## config.mk

```make
export PLATFORM = sky130hd
export DESIGN_NAME = uart_rx_flags
export DESIGN_NICKNAME = d
export VERILOG_FILES = /design/src/rtl/rxf_pkg.sv /design/src/rtl/rxf_edge_det.sv /design/src/rtl/rxf_clr_seq.sv /design/src/rtl/uart_rx_flags.sv
export SDC_FILE = /design/constraint.sdc
export NUM_CORES = 1
export LEC_CHECK = 0
export BUFFER_PORTS_ARGS = -buffer_cell sky130_fd_sc_hd__buf_2
export CORE_MARGIN = 2
export CORE_UTILIZATION = 40
export DETAILED_ROUTE_END_ITERATION = 7
export PLACE_DENSITY = 0.69
export SETUP_SLACK_MARGIN = 0.1
export SLEW_MARGIN = 20
export SYNTH_ARGS = -nofsm -noshare
export SYNTH_HDL_FRONTEND = slang
export SYNTH_HIERARCHICAL = 1
export SYNTH_SLANG_ARGS = --single-unit
```

## constraint.sdc

```tcl
create_clock -name clk -period 2.2 [get_ports clk]
set_clock_uncertainty 0.05 [all_clocks]
set_input_delay 0 -clock clk [delete_from_list [all_inputs] [get_ports clk]]
set_output_delay 0 -clock clk [all_outputs]
set_load 0.05 [all_outputs]
```

## src/rtl/rxf_pkg.sv

```systemverilog
package rxf_pkg;
    localparam int NFLAG    = 7;
    localparam int F_FULL   = 0;
    localparam int F_IDLE   = 1;
    localparam int F_OVR    = 2;
    localparam int F_NOISE  = 3;
    localparam int F_FRAME  = 4;
    localparam int F_PARITY = 5;
    localparam int F_EDGE   = 6;

    typedef logic [NFLAG-1:0] flags_t;

    // bits cleared by the read handshake, bits cleared by write-one
    localparam flags_t HS_MASK  = 7'h3F;
    localparam flags_t W1C_MASK = 7'h40;
endpackage

```

## src/rtl/rxf_edge_det.sv

```systemverilog
module rxf_edge_det #(
    parameter int SYNC_STAGES = 2
) (
    input  logic clk,
    input  logic rst_n,
    input  logic pin_i,
    output logic fall_o
);
    localparam int LAST = SYNC_STAGES - 1;

    logic [SYNC_STAGES-1:0] sync_d, sync_q;
    logic                   last_d, last_q;

    always_comb begin
        sync_d[0] = pin_i;
        for (int i = 1; i < SYNC_STAGES; i++) begin
            sync_d[i] = sync_q[i-1];
        end
        last_d = sync_q[LAST];
    end

    always_ff @(posedge clk) begin
        if (!rst_n) begin
            sync_q <= '1;
            last_q <= 1'b1;
        end else begin
            sync_q <= sync_d;
            last_q <= last_d;
        end
    end

    assign fall_o = last_q & ~sync_q[LAST];
endmodule

```

## src/rtl/rxf_clr_seq.sv

```systemverilog
module rxf_clr_seq
    import rxf_pkg::*;
(
    input  logic   clk,
    input  logic   rst_n,
    input  logic   rd_status,
    input  logic   rd_data,
    input  flags_t flags_i,
    output flags_t clr_o
);
    flags_t armed_d, armed_q;

    always_comb begin
        armed_d = armed_q;
        if (rd_status) begin
            armed_d = flags_i & HS_MASK;
        end else if (rd_data) begin
            armed_d = '0;
        end
    end

    always_ff @(posedge clk) begin
        if (!rst_n) armed_q <= '0;
        else        armed_q <= armed_d;
    end

    assign clr_o = rd_data ? armed_q : '0;

    // a snapshot only ever holds handshake-clearable flags
    p_armed_in_mask_r3: assert property (@(posedge clk) disable iff (!rst_n)
        (armed_q & ~HS_MASK) == '0);
endmodule

```

## src/rtl/uart_rx_flags.sv

```systemverilog
module uart_rx_flags
    import rxf_pkg::*;
#(
    parameter int DATA_W      = 8,
    parameter int SYNC_STAGES = 2
) (
    input  logic              clk,
    input  logic              rst_n,
    input  logic              rx_en,
    input  logic              rx_pin,
    input  logic              chr_done,
    input  logic [DATA_W-1:0] chr_data,
    input  logic              chr_noise,
    input  logic              chr_frame,
    input  logic              chr_parity,
    input  logic              idle_det,
    input  logic              rd_status,
    input  logic              rd_data,
    input  logic              wr_status,
    input  logic [NFLAG-1:0]  wr_data,
    input  logic [NFLAG-1:0]  irq_en,
    output logic [7:0]        status_rdata,
    output logic [DATA_W-1:0] data_rdata,
    output logic              irq
);
    typedef struct packed {
        flags_t            flags;
        logic              idle_arm;
        logic [DATA_W-1:0] data;
    } state_t;

    state_t st_d, st_q;
    flags_t clr, w1c;
    logic   pin_fall, edge_evt, load, lost, idle_set;

    rxf_edge_det #(.SYNC_STAGES(SYNC_STAGES)) i_edge (
        .clk    (clk),
        .rst_n  (rst_n),
        .pin_i  (rx_pin),
        .fall_o (pin_fall)
    );

    rxf_clr_seq i_clr (
        .clk       (clk),
        .rst_n     (rst_n),
        .rd_status (rd_status),
        .rd_data   (rd_data),
        .flags_i   (st_q.flags),
        .clr_o     (clr)
    );

    always_comb begin
        w1c      = wr_status ? (wr_data & W1C_MASK) : '0;
        edge_evt = pin_fall & rx_en;
        load     = chr_done & (~st_q.flags[F_FULL] | clr[F_FULL]);
        lost     = chr_done & ~load;
        idle_set = idle_det & st_q.idle_arm;

        st_d       = st_q;
        st_d.flags = st_q.flags & ~clr & ~w1c;
        if (load) begin
            st_d.data            = chr_data;
            st_d.flags[F_FULL]   = 1'b1;
            st_d.flags[F_NOISE]  = chr_noise;
            st_d.flags[F_FRAME]  = chr_frame;
            st_d.flags[F_PARITY] = chr_parity;
        end
        if (lost)     st_d.flags[F_OVR]  = 1'b1;
        if (idle_set) st_d.flags[F_IDLE] = 1'b1;
        if (edge_evt) st_d.flags[F_EDGE] = 1'b1;

        if (load)          st_d.idle_arm = 1'b1;
        else if (idle_set) st_d.idle_arm = 1'b0;
    end

    always_ff @(posedge clk) begin
        if (!rst_n) begin
            st_q.flags    <= '0;
            st_q.idle_arm <= 1'b1;
            st_q.data     <= '0;
        end else begin
            st_q <= st_d;
        end
    end

    assign status_rdata = {1'b0, st_q.flags};
    assign data_rdata   = st_q.data;
    assign irq          = |(st_q.flags & irq_en);

    // an error flag rises only with a strobed character carrying it
    p_noise_with_char_r1: assert property (@(posedge clk) disable iff (!rst_n)
        $rose(st_q.flags[F_NOISE]) |-> $past(chr_done && chr_noise));

    // a lost character sets overrun and leaves data and errors alone
    p_overrun_keeps_data_r2: assert property (@(posedge clk) disable iff (!rst_n)
        (chr_done && st_q.flags[F_FULL] && !clr[F_FULL]) |=>
            (st_q.flags[F_OVR] && $stable(st_q.data) &&
             $stable(st_q.flags[F_PARITY:F_NOISE])));

    // without a data read no handshake flag falls
    p_no_clear_without_data_read_r3: assert property (@(posedge clk) disable iff (!rst_n)
        !rd_data |=> ((~st_q.flags & $past(st_q.flags) & HS_MASK) == '0));

    // idle cannot rise while locked out and no character is accepted
    p_idle_lockout_r5: assert property (@(posedge clk) disable iff (!rst_n)
        (!st_q.idle_arm && !load) |=> !$rose(st_q.flags[F_IDLE]));

    // receive-edge only rises while the receiver is enabled
    p_edge_needs_enable_r6: assert property (@(posedge clk) disable iff (!rst_n)
        $rose(st_q.flags[F_EDGE]) |-> $past(rx_en));
endmodule

```

==> qor.txt <==
Critical Path Max Stage Delay - 0.37 ns
Hpwl dp - 1.58 mm
Pre-CTS WS - 0.996 ns
Max Cap Viol - 0
Width of the die - 58.5 µm
Slew Limit Fails - 0
Clock transition at the registers of the reported paths - 0.13 ns
Number of global-route vias before repair - 884
Pwr/cell area - 614 nW/µm²
Nets - 207
Worst reg2reg path startpoint - i_edge/last_q
Share of cells above drive strength 1 - 30.2%
Relative slew slack - 57.9%
Skew-Pair Late Insertion Delay - 0.31 ns
Hold Vio Cnt, Final - 0
Area delta synth->final - 24.5%
Crit path capture - irq
CTS Hold Bufs - 17
First-pass GRT wire length - 3.75 mm
Leak - 0.707 nW
Sink Count - 25
Register area share after synthesis - 42.1%
Synthesized net count - 164
Met2 GRT Util - 26.0%
Syn Std Cell Area - 1190 µm²
WS Path Type - reg2out
Netlist cell types - 21
Drt via density - 4.67
Crit path DAT - 1.35 ns
Initial antenna violation count - 0
Worst-path maximum fanout - 4
Final antenna-violating net count - 0
Largest net degree at the start of global routing - 38
Worst setup margin - 0.803 ns
Final setup fails - 0
Input/output buffers - 43
Final TNS setup - 0 ns
Drt wl/cell - 11.5 µm
CTS max path bufs - 2
R2R Path End - status_rdata[6]
Status - finished clean
Placer Congestion - 0.680
Die Footprint - 3430 µm²
Worst EP required - 2.15 ns
H-tree depth - 1
Total CTS buffers - 3
Synth Register Bits - 25
Maximum vdd drop - 0.000586 V
Crit path launch - status_rdata[3]
# fillers - 267
Tot Pwr - 0.909 mW
M1 GR Usage - 16.5%
Worst-margin pin slew - 0.631 ns
Grt total ovfl - 0
Fin crit period - 1.40 ns
GRT Total Usage - 14.2%
DRT Pass-1 Iters - 4
CP max-delay cell - dfxtp_1
Starting density of the core - 42.8%
Drt total wl - 2.33 mm
Clk Tree Root Cell - clkbuf_4
Residual DRC - 0
Met3 Resource Use GR - 4.62%
Post-CTS sizing - 0
Multi-input gate area - 531 µm²
Storage cell area - 500 µm²
Synth Area per Inst - 9.15 µm²
Post-CTS Setup Bufs - 0
Syn. warnings - 6
Global route hottest layer - met2
Row count - 19
Final period util - 63.5%
Core ar. - 2780 µm²
Die Span Y - 58.5 µm
R2R depth - 4
Initial DRC Count - 29
CTS tree - yes
Vias - 949
F_max - 716 MHz
Startpoint Class - flop
Top Ports - 51
Cells after synthesis - 130
Worst-path cell chain - a222oi_1 > nand3_1 > buf_2
Unrepaired setup endpoints after global routing - false
N_diodes - 0
Min-Delay Path Class - in2reg
Crit. End Element - primary output
R2R Setup Slk - 0.91 ns
synth_stat cells (all sizes together):
cell	n	area share (%)
nand2b	13	8.1
a222oi	1	0.84
nand3b	4	2.5
a21oi	1	0.42
dfxtp	25	42
mux2i	11	9.3
o21a	1	0.63
nor2b	4	2.7
a22oi	2	1.3
buf	22	13
nand3	8	3.4
o21ai	6	3.5
a21boi	2	1.3
and2	6	3.2
nand2	22	6.9
conb	2	0.63
sequential cells by signal, summed over array words and instances (netlist names):
name           cells
i_edge/sync_q      2
i_edge/last_q      1
data_rdata         8
status_rdata       7
i_clr/armed_q      6
st_q               1
metrics by stage:
step	hold slack, ns	util (%)	cells	area (µm²)
5_1_grt	0.0681	53.3	203	1480
4_1_cts	0.0554	53.3	203	1480
2_1_floorplan	0.0230	-	130	1190
3_5_place_dp	0.139	46.2	182	1280
6_report	0.0607	53.3	203	1480
3_3_place_gp	0.133	46.2	182	1280
cell usage in the layout, fill, tap and decap left out:
master and n:
o21a_1 1, clkbuf_4 3, and2_1 6, a222oi_1 1
a21oi_1 1, nor2b_4 1, a22oi_1 2, nand2b_4 2
conb_1 2, o21ai_2 3, clkbuf_1 1, nor2b_1 3
nand2_1 22, mux2i_1 11, a21boi_0 2, dfxtp_1 25
dlygate4sd3_1 17, buf_2 43, o21ai_1 3, nand3b_1 4
nand2b_1 11, nand3_1 8
logic make-up after synthesis:
group	after synthesis	share of synthesized area [%]
multiplexers	11	9.25
flip-flops	25	42.1
AO/OA/AOI/OAI	13	7.89
AND/OR/NAND/NOR	57	26.8
other	2	0.631
buffers and inverters	22	13.4
where the power goes:
group / switching [mW] / total [mW] / internal (mW)
clock network: 0.126 / 0.197 / 0.0709
registers: 0.0164 / 0.494 / 0.477
logic: 0.134 / 0.218 / 0.0839
total: 0.277 / 0.909 / 0.632
area by class of cell:
type / instances / area share (%)
Sequential cell: 25 / 33.8
Multi-Input combinational cell: 83 / 35.8
Clock buffer: 4 / 1.77
Timing Repair Buffer: 60 / 26.0
Tap cell: 31 / 2.62
metal layers:
metal	up-vias	share of wire (%)
li1	495	-
met1	419	47
met2	33	46
met3	2	6.1
met4	0	0.64
met5	-	0
critical path: cells and delay by family (launching register included):
kind,cells,cell delay (ns)
flops,1,0.37
buf+inv,1,0.22
simple gates,1,0.10
compound gates,1,0.34
worst min-delay path by stage:
stage | depth (start not counted) | startpoint | end
final | 3 | rd_data | i_clr/armed_q[1]
after global routing | 3 | rd_data | i_clr/armed_q[1]
after CTS | 3 | rd_data | i_clr/armed_q[1]
after detailed placement | 2 | rx_pin | i_edge/sync_q[0]
after global placement | 2 | rx_pin | i_edge/sync_q[0]
after floorplan | 1 | rst_n | i_edge/last_q
Note: power is estimated with default switching activity, not from simulation.
